## config.mk

```make
export PLATFORM = sky130hd
export DESIGN_NAME = sleep_wake_ctrl
export DESIGN_NICKNAME = d
export VERILOG_FILES = /design/src/rtl/swk_pkg.sv /design/src/rtl/swk_chan_mon.sv /design/src/rtl/swk_quiet_timer.sv /design/src/rtl/sleep_wake_ctrl.sv
export SDC_FILE = /design/constraint.sdc
export NUM_CORES = 1
export LEC_CHECK = 0
export BUFFER_PORTS_ARGS = -buffer_cell sky130_fd_sc_hd__buf_2
export CAP_MARGIN = 20
export CORE_MARGIN = 2
export CORE_UTILIZATION = 45
export CTS_BUF_LIST = sky130_fd_sc_hd__clkbuf_16
export CTS_CLUSTER_SIZE = 16
export DETAILED_ROUTE_END_ITERATION = 6
export PLACE_DENSITY = 0.71
export SLEW_MARGIN = 20
export SYNTH_ARGS = -nofsm -noshare
export SYNTH_HDL_FRONTEND = slang
export SYNTH_SLANG_ARGS = --single-unit
```

## constraint.sdc

```tcl
create_clock -name clk -period 2.3 [get_ports clk]
set_input_delay 0.345 -clock clk [delete_from_list [all_inputs] [get_ports clk]]
set_output_delay 0.345 -clock clk [all_outputs]
set_load 0.1 [all_outputs]
```

## src/rtl/swk_pkg.sv

```systemverilog
package swk_pkg;

   typedef struct packed {
      logic wake;   // wake source against frozen state
      logic busy;   // line activity seen while awake
      logic hold;   // condition that blocks sleep
   } swk_ch_stat_t;

endpackage

```

## src/rtl/swk_chan_mon.sv

```systemverilog
module swk_chan_mon
   import swk_pkg::*;
#(
   parameter int MODEM_W = 4
) (
   input  logic               clk,
   input  logic               rst_n,
   input  logic               run,
   input  logic               rxd,
   input  logic [MODEM_W-1:0] modem_n,
   input  logic               thr_wr,
   input  logic               msr_rd,
   input  logic               irq_pend,
   output swk_ch_stat_t       stat
);

   logic               rx_prev;
   logic [MODEM_W-1:0] modem_prev;
   logic               delta_pend;
   logic               rx_fall;
   logic               modem_chg;

   assign rx_fall   = rx_prev & ~rxd;
   assign modem_chg = |(modem_n ^ modem_prev);

   // Sampled state only advances while the oscillator runs
   always_ff @(posedge clk or negedge rst_n) begin
      if (!rst_n) begin
         rx_prev    <= 1'b1;
         modem_prev <= '1;
      end else if (run) begin
         rx_prev    <= rxd;
         modem_prev <= modem_n;
      end
   end

   // Modem change latch: set has priority over acknowledge
   always_ff @(posedge clk or negedge rst_n) begin
      if (!rst_n)
         delta_pend <= 1'b0;
      else
         delta_pend <= (delta_pend & ~msr_rd) | (run & modem_chg);
   end

   always_comb begin
      stat.wake = rx_fall | modem_chg | thr_wr | irq_pend;
      stat.busy = run & (rx_fall | modem_chg | thr_wr);
      stat.hold = irq_pend | delta_pend;
   end

   AST_DELTA_LATCH: assert property (@(posedge clk) disable iff (!rst_n)
      run && modem_chg |=> delta_pend) else $error("delta not latched");
   AST_DELTA_HOLD: assert property (@(posedge clk) disable iff (!rst_n)
      delta_pend && !msr_rd |=> delta_pend) else $error("delta lost");

endmodule

```

## src/rtl/swk_quiet_timer.sv

```systemverilog
module swk_quiet_timer #(
   parameter int SETTLE_CYC = 6
) (
   input  logic clk,
   input  logic rst_n,
   input  logic clear,
   input  logic quiet,
   output logic ready
);

   generate
      if (SETTLE_CYC == 0) begin : g_immediate
         assign ready = quiet & ~clear;
      end else begin : g_count
         localparam int CNT_W = $clog2(SETTLE_CYC + 1);
         localparam logic [CNT_W-1:0] CNT_MAX = CNT_W'(SETTLE_CYC);
         logic [CNT_W-1:0] cnt;

         always_ff @(posedge clk or negedge rst_n) begin
            if (!rst_n)
               cnt <= '0;
            else if (clear || !quiet)
               cnt <= '0;
            else if (cnt != CNT_MAX)
               cnt <= cnt + 1'b1;
         end

         assign ready = quiet & ~clear & (cnt == CNT_MAX);

         AST_CNT_BOUND: assert property (@(posedge clk) disable iff (!rst_n)
            cnt <= CNT_MAX) else $error("counter overrun");
         AST_CNT_RESTART: assert property (@(posedge clk) disable iff (!rst_n)
            !quiet |=> cnt == '0) else $error("counter not restarted");
      end
   endgenerate

endmodule

```

## src/rtl/sleep_wake_ctrl.sv

```systemverilog
module sleep_wake_ctrl
   import swk_pkg::*;
#(
   parameter int NUM_CH     = 2,
   parameter int MODEM_W    = 4,
   parameter int SETTLE_CYC = 6
) (
   input  logic                      clk,
   input  logic                      rst_n,
   input  logic [NUM_CH-1:0]         slp_perm_a,
   input  logic [NUM_CH-1:0]         slp_perm_b,
   input  logic [NUM_CH-1:0]         irq_pend,
   input  logic [NUM_CH-1:0]         rxd,
   input  logic [NUM_CH*MODEM_W-1:0] modem_n,
   input  logic [NUM_CH-1:0]         thr_wr,
   input  logic [NUM_CH-1:0]         msr_rd,
   output logic                      osc_en,
   output logic                      asleep
);

   generate
      if (NUM_CH < 1) begin : g_bad_ch
         $error("NUM_CH must be at least 1");
      end
      if (MODEM_W < 1) begin : g_bad_mw
         $error("MODEM_W must be at least 1");
      end
      if (SETTLE_CYC < 0) begin : g_bad_settle
         $error("SETTLE_CYC must not be negative");
      end
   endgenerate

   logic              asleep_q;
   logic              run;
   logic              cfg_ok;
   logic              wake_any;
   logic              quiet;
   logic              ready;
   logic [NUM_CH-1:0] wake_v;
   logic [NUM_CH-1:0] busy_v;
   logic [NUM_CH-1:0] hold_v;

   assign run = ~asleep_q;

   for (genvar c = 0; c < NUM_CH; c++) begin : g_ch
      swk_ch_stat_t st;
      swk_chan_mon #(.MODEM_W(MODEM_W)) u_mon (
         .clk      (clk),
         .rst_n    (rst_n),
         .run      (run),
         .rxd      (rxd[c]),
         .modem_n  (modem_n[c*MODEM_W +: MODEM_W]),
         .thr_wr   (thr_wr[c]),
         .msr_rd   (msr_rd[c]),
         .irq_pend (irq_pend[c]),
         .stat     (st)
      );
      assign wake_v[c] = st.wake;
      assign busy_v[c] = st.busy;
      assign hold_v[c] = st.hold;
   end

   assign cfg_ok   = (&slp_perm_a) & (&slp_perm_b);
   assign wake_any = ~cfg_ok | (|wake_v);
   assign quiet    = cfg_ok & ~(|hold_v) & ~(|busy_v);

   swk_quiet_timer #(.SETTLE_CYC(SETTLE_CYC)) u_timer (
      .clk   (clk),
      .rst_n (rst_n),
      .clear (asleep_q),
      .quiet (quiet),
      .ready (ready)
   );

   always_ff @(posedge clk or negedge rst_n) begin
      if (!rst_n)
         asleep_q <= 1'b0;
      else if (asleep_q)
         asleep_q <= ~wake_any;
      else
         asleep_q <= ready;
   end

   // Oscillator restarts combinationally on any wake source
   assign osc_en = ~asleep_q | wake_any;
   assign asleep = asleep_q;

   AST_ENTER_PERMITTED: assert property (@(posedge clk) disable iff (!rst_n)
      $rose(asleep_q) |-> $past(cfg_ok && !(|irq_pend))) else $error("bad entry");
   AST_WAKE_EXIT: assert property (@(posedge clk) disable iff (!rst_n)
      asleep_q && wake_any |=> !asleep_q) else $error("wake ignored");
   AST_SLEEP_HOLD: assert property (@(posedge clk) disable iff (!rst_n)
      asleep_q && !wake_any |=> asleep_q) else $error("spurious exit");
   AST_IRQ_AWAKE: assert property (@(posedge clk) disable iff (!rst_n)
      (|irq_pend) |=> !asleep_q) else $error("slept with irq");

endmodule

```

==> flow_metrics.env, run 1 <==
export IMPL_synth_edff_count=0
export IMPL_cpMostUsedCell="buf_4"
export IMPL_combinationalPowerShare=0.074
export IMPL_rsz0062_at_grt="no"
export IMPL_chipWidth_um=46.35
export IMPL_fp_row_count=15
export IMPL_top_usage_layer="met2"
export IMPL_drtAntennaViolNets=0
export IMPL_layout_area_overhead_vs_synth_pct=28.37
export IMPL_status="complete, no violations"
export IMPL_critPathBufInv=2
export IMPL_overflow=0
export IMPL_grt_use_met1=0.1818
export IMPL_synth_compound_area_share=0.07907
export IMPL_synth_top_cell_area_share=0.3256
export IMPL_muxShareOfSynthArea=0.1116
export IMPL_cp_top_family="simple AND/OR/NAND/NOR gates"
export IMPL_clock_sinks=16
export IMPL_yosys_warnings=0
export IMPL_grt_pass1_wl_um=2283
export IMPL_worst_ep_required_time_ns=1.96
export IMPL_yosys_most_used_dff="dfstp_2"
export IMPL_path_cells="xor2_1 -> nor4_1 -> buf_4 -> and4_1 -> nand2_1 -> buf_4"
export IMPL_clk_latency_ns=0.24
export IMPL_clk_path_buf_depth=2
export IMPL_finalHoldViolations=0
export IMPL_p_int_uw=556.6
export IMPL_io_pin_count=24
export IMPL_grtUsageMet2=0.2722
export IMPL_post_route_period_util=0.9350
export IMPL_viasPerCell=4.846
export IMPL_synth_cell_type_count=25
export IMPL_core_region_area_um2=1708
export IMPL_fmax_mhz=465.0
export IMPL_yosys_top_cells_area="dfstp_2 (33%), dfrtp_1 (19%), mux2_1 (11%), xor2_1 (8.7%), ha_1 (3.1%)"
export IMPL_ys_seq_area_frac=0.5116
export IMPL_cts_tree="yes"
export IMPL_fin_total_pwr_uw=691.7
export IMPL_worstSetupStartpointType="flop"
export IMPL_cpPeakStageDelay_ns=0.53
export IMPL_syn_num_nets=90
export IMPL_die_area_um2=2148
export IMPL_synth_simple_gate_area_frac=0.1364
export IMPL_critPathKind="reg2out"
export IMPL_power_frac_seq=0.442
export IMPL_crit_path_end_kind="primary output"
export IMPL_slew_headroom=0.6803
export IMPL_drc=0
export IMPL_cap_violations=0
export IMPL_slew_violations=0
export IMPL_track_usage=0.1591
export IMPL_htree_levels=1
export IMPL_portBuffers=23
export IMPL_synth_xor_area_frac=0.09767
export IMPL_cts_hold_buffers=0
export IMPL_syn_inst=66
export IMPL_gp_congestion=0.6618
export IMPL_crit_fanout=3
export IMPL_initial_core_util=0.4725
export IMPL_yosys_area_top_type="dfstp_2"
export IMPL_vias=567
export IMPL_diodes=0
export IMPL_first_pass_iters=2
export IMPL_ys_ff_latch=16
export IMPL_synth_commonest_cells="dfstp_2 (10), mux2_1 (8), xor2_1 (8)"
export IMPL_fin_skew_ns=0.006125
export IMPL_postCtsSetupBuffers=0
export IMPL_finalSetupViolCount=0
export IMPL_cts_resized=0
export IMPL_numCtsBuffers=3
export IMPL_p_leak_uw=0.0004964
export IMPL_clkTransAtPathRegs_ns=0.05
export IMPL_syn_area_um2=807.0
export IMPL_p_per_area_nw_per_um2=667.7
export IMPL_dp_hpwl_um=1108
export IMPL_period_needed_ns=2.150
export IMPL_synth_fa_ha_area_frac=0.03101
export IMPL_p_clk_frac=0.484
export IMPL_async_flop_share=1.000
export IMPL_post_drt_wl_per_cell_um=12.12
export IMPL_wl_um=1418
export IMPL_first_global_vias=525
export IMPL_post_place_ws_ns=0.1711
export IMPL_p_sw_frac=0.1954
export IMPL_synth_top_family_by_area="simple AND/OR/NAND/NOR gates"
export IMPL_die_y_um=46.35
export IMPL_drt_iter0_markers=2
export IMPL_drive_gt1_frac=0.4565
export IMPL_use_met3=0.04706
export IMPL_p_sw_uw=135.2
export IMPL_grt_max_degree=19
export IMPL_nNetsFinal=117
export IMPL_hold_class="in2async"
export IMPL_synth_most_common_cell="dfstp_2"
export IMPL_syn_avg_cell_area_um2=12.23
export IMPL_tightest_slew_ns=0.4829
export IMPL_fin_ws_ns=0.1496
export IMPL_crit_slowest_cell="dfstp_2"
export IMPL_setup_tns_ns=0
export IMPL_antenna_found_initial=0
export IMPL_ctsRootBufferMaster="clkbuf_16"
export IMPL_peakVddDrop_uv=432.7
export IMPL_crit_arrival_ns=1.81
==> state kept, by name, indices dropped and copies added, names as in the netlist <==
name	count
u_timer.g_count.cnt	3
g_ch.u_mon.rx_prev	2
asleep	1
g_ch.u_mon.modem_prev	8
g_ch.u_mon.delta_pend	2
==> metrics by stage <==
step                      hold slack [ns]    util  cell area [µm²]  cells
final                            0.004901  0.6066             1036    117
after global routing              0.02859  0.6066             1036    117
after CTS                         0.01558  0.6051             1033    117
after detailed placement           0.2749  0.5590            954.7    113
after global placement             0.2776  0.5590            954.7    113
after floorplan                   0.04941       -            808.3     66
==> per-layer routing <==
metal | vias up | part of all wire
li1 | 285 | -
met1 | 259 | 0.43
met3 | 4 | 0.058
met4 | 0 | 0.018
met2 | 19 | 0.50
met5 | - | 0
==> placed cells by master (no fill, tap or decap), types with 2 or more instances in the layout <==
master | synthesis | final
nand2_1 | 5 | 5
dfrtp_1 | 6 | 5
dfstp_2 | 10 | 10
ha_1 | 2 | 2
mux2_1 | 8 | 8
xor2_1 | 8 | 8
buf_2 | 0 | 22
clkbuf_16 | 0 | 3
inv_1 | 4 | 5
o22ai_1 | 2 | 2
and4_1 | 2 | 2
o211a_1 | 2 | 2
buf_4 | 0 | 2
o21ai_1 | 2 | 2
==> final timing paths <==
check | start | to | slack (ns) | cells after the start
worst max-delay path | g_ch[1].u_mon.modem_prev[1]$_DFFE_PN1N_ | osc_en | 0.15 | 6
worst min-delay path | rst_n | u_timer.g_count.cnt[0]$_DFFE_PN0P_ | 0.005 | 1
worst max register to register | g_ch[1].u_mon.modem_prev[1]$_DFFE_PN1N_ | u_timer.g_count.cnt[1]$_DFFE_PN0P_ | 0.78 | 5
worst min register to register | g_ch[0].u_mon.rx_prev$_DFFE_PN1N_ | g_ch[0].u_mon.rx_prev$_DFFE_PN1N_ | 0.47 | 2
max in group asynchronous | rst_n | g_ch[0].u_mon.modem_prev[0]$_DFFE_PN1N_ | 1.99 | 1
min in group clk | msr_rd[1] | g_ch[1].u_mon.delta_pend$_DFF_PN0_ | 0.29 | 2
==> kinds of logic after synthesis <==
| family | after synthesis |
|---|---|
| simple gates | 16 |
| flops | 16 |
| xor+xnor | 9 |
| compound gates | 8 |
| mux | 8 |
| buf+inv | 7 |
| fa+ha+maj | 2 |
==> power groups by stage <==
stage          Sequential, µW  Clock, µW  Combinational [µW]
2_1_floorplan             308          0                22.2
6_report                  306        335                50.9
4_1_cts                   306        341                52.3
3_5_place_dp              310          0                52.0
5_1_grt                   307        359                57.0
3_3_place_gp              309          0                50.7
==> layout make-up <==
class / count / area, µm²
multi-input cells: 43 / 367.9
well taps: 25 / 31.28
clock inverters: 1 / 3.754
flip-flops and latches: 16 / 414.1
fillers: 146 / 671.9
inverters: 5 / 18.77
repair buffers: 24 / 125.1
clock buffers: 3 / 75.07
No activity file was read; power rests on OpenSTA's default activity.
==> run 2, diff against run 1 <==
Settings changed: CTS_BUF_LIST sky130_fd_sc_hd__clkbuf_16 to sky130_fd_sc_hd__clkbuf_8 sky130_fd_sc_hd__clkbuf_16.
==> flow_metrics.env, run 2 (synthesis gave the netlist of run 1 again) <==
export IMPL_critPathBufInv=2
export IMPL_rsz0062_at_grt="no"
export IMPL_die_y_um=46.35
export IMPL_viasPerCell=4.855
export IMPL_route_met3_wl_um=82
export IMPL_post_route_period_util=0.9391
export IMPL_drive_gt1_frac=0.4565
export IMPL_dp_hpwl_um=1108
export IMPL_cts_hold_buffers=0
export IMPL_ctsRootBufferMaster="clkbuf_8"
export IMPL_p_sw_uw=122.5
export IMPL_htree_levels=1
export IMPL_cpMostUsedCell="buf_4"
export IMPL_p_leak_uw=0.0004810
export IMPL_largest_reg_flops=8
export IMPL_p_per_area_nw_per_um2=565.5
export IMPL_wl_um=1420
export IMPL_combinationalPowerShare=0.090
export IMPL_cp_top_family="simple AND/OR/NAND/NOR gates"
export IMPL_post_drt_wl_per_cell_um=12.14
export IMPL_nNetsFinal=117
export IMPL_largest_register="g_ch.u_mon.modem_prev"
export IMPL_clk_latency_ns=0.25
export IMPL_vias=568
export IMPL_diodes=0
export IMPL_gp_congestion=0.6618
export IMPL_worst_ep_required_time_ns=1.96
export IMPL_crit_arrival_ns=1.81
export IMPL_fin_total_pwr_uw=566.7
export IMPL_critPathKind="reg2out"
export IMPL_layout_commonest_cell="buf_2"
export IMPL_portBuffers=23
export IMPL_grt_pass1_wl_um=2242
export IMPL_drtAntennaViolNets=0
export IMPL_p_sw_frac=0.2162
export IMPL_cap_violations=0
export IMPL_tightest_slew_ns=0.4828
export IMPL_layout_area_overhead_vs_synth_pct=24.19
export IMPL_fin_ws_ns=0.1401
export IMPL_multi_input_area_um2=367.9
export IMPL_cpPeakStageDelay_ns=0.53
export IMPL_drt_iter0_markers=7
export IMPL_largestRegisters="g_ch.u_mon.modem_prev x8, u_timer.g_count.cnt x3"
export IMPL_nFillCells=148
export IMPL_worstSetupStartpointType="flop"
export IMPL_crit_slowest_cell="dfstp_2"
export IMPL_wl_met2_um=719
export IMPL_power_frac_seq=0.539
export IMPL_slew_violations=0
export IMPL_fp_row_count=15
export IMPL_antenna_found_initial=0
export IMPL_drc=0
export IMPL_finalHoldViolations=0
export IMPL_post_place_ws_ns=0.1711
export IMPL_finalSetupViolCount=0
export IMPL_overflow=0
export IMPL_grt_max_degree=19
export IMPL_crit_fanout=3
export IMPL_clk_path_buf_depth=2
export IMPL_clock_sinks=16
export IMPL_hold_class="in2async"
export IMPL_fin_skew_ns=0.004797
export IMPL_cts_tree="yes"
export IMPL_path_cells="xor2_1 -> nor4_1 -> buf_4 -> and4_1 -> nand2_1 -> buf_4"
export IMPL_initial_core_util=0.4725
export IMPL_core_region_area_um2=1708
export IMPL_die_area_um2=2148
export IMPL_fmax_mhz=463.0
export IMPL_routed_top_layer="met4"
export IMPL_first_pass_iters=4
export IMPL_slew_headroom=0.6803
export IMPL_setup_tns_ns=0
export IMPL_postCtsSetupBuffers=0
export IMPL_clkTransAtPathRegs_ns=0.06
export IMPL_p_clk_frac=0.371
export IMPL_period_needed_ns=2.160
export IMPL_status="complete, no violations"
export IMPL_p_int_uw=444.2
export IMPL_peakVddDrop_uv=281.1
export IMPL_numCtsBuffers=3
export IMPL_crit_path_end_kind="primary output"
export IMPL_wl_met1_um=605
export IMPL_io_pin_count=24
export IMPL_ff_latch_area_um2=414.1
export IMPL_chipWidth_um=46.35
export IMPL_cts_resized=0
export IMPL_first_global_vias=529
export IMPL_mostFrequentLayoutCells="buf_2 (22), dfstp_2 (10), xor2_1 (8), mux2_1 (8)"
export IMPL_track_usage=0.1560
-- run 2: cell counts in the layout (fill, tap and decap cells not counted) --
No cell type changed its count.
-- run 2: final timing paths --
| check | from | end | slack, ns | cells past startpoint |
|---|---|---|---|---|
| min in group clk | msr_rd[1] | g_ch[1].u_mon.delta_pend$_DFF_PN0_ | 0.27 | 2 |
| max in group asynchronous | rst_n | g_ch[0].u_mon.rx_prev$_DFFE_PN1N_ | 1.98 | 1 |
| setup reg to reg | g_ch[1].u_mon.modem_prev[1]$_DFFE_PN1N_ | u_timer.g_count.cnt[1]$_DFFE_PN0P_ | 0.77 | 5 |
| setup / recovery | g_ch[1].u_mon.modem_prev[1]$_DFFE_PN1N_ | osc_en | 0.14 | 6 |
| hold reg to reg | g_ch[0].u_mon.rx_prev$_DFFE_PN1N_ | g_ch[0].u_mon.rx_prev$_DFFE_PN1N_ | 0.47 | 2 |
| hold / removal | rst_n | u_timer.g_count.cnt[0]$_DFFE_PN0P_ | 0.005 | 1 |
-- run 2: stage by stage --
stage	utilization	std cells	cell area (µm²)	hold slack [ns]
final	0.5868	117	1002	0.005076
after global routing	0.5868	117	1002	0.01964
after CTS	0.5853	117	999.7	0.007483
after detailed placement	0.5590	113	954.7	0.2749
after global placement	0.5590	113	954.7	0.2776
after floorplan	-	66	808.3	0.04941
-- run 2: area by class of cell --
cell class	instances	share of cell area
clock inverter	1	0.003745
inverter	5	0.01873
sequential	16	0.4132
clock buffer	3	0.04120
tap	25	0.03121
multi-input combinational	43	0.3670
timing repair buffer	24	0.1248
-- run 2: worst reg2reg max path: cells and delay by family, from the launching register on --
kind            cells  cell delay (ns)
xor+xnor            1             0.06
flops               1             0.53
buf+inv             1             0.18
simple gates        2             0.54
compound gates      1             0.16
-- run 2: power by group through the flow --
stage          clock network (µW)  logic [µW]  registers [µW]
3_5_place_dp                    0        52.0             310
2_1_floorplan                   0        22.2             308
6_report                      210        51.0             305
3_3_place_gp                    0        50.7             309
5_1_grt                       233        57.0             306
4_1_cts                       218        52.3             305
-- run 2: routing by layer --
| metal | vias up | global-route usage |
|---|---|---|
| met3 | 2 | 0.03529 |
| met4 | 0 | 0.08571 |
| met2 | 23 | 0.2667 |
| met1 | 259 | 0.1773 |
| li1 | 284 | - |
| met5 | - | 0 |
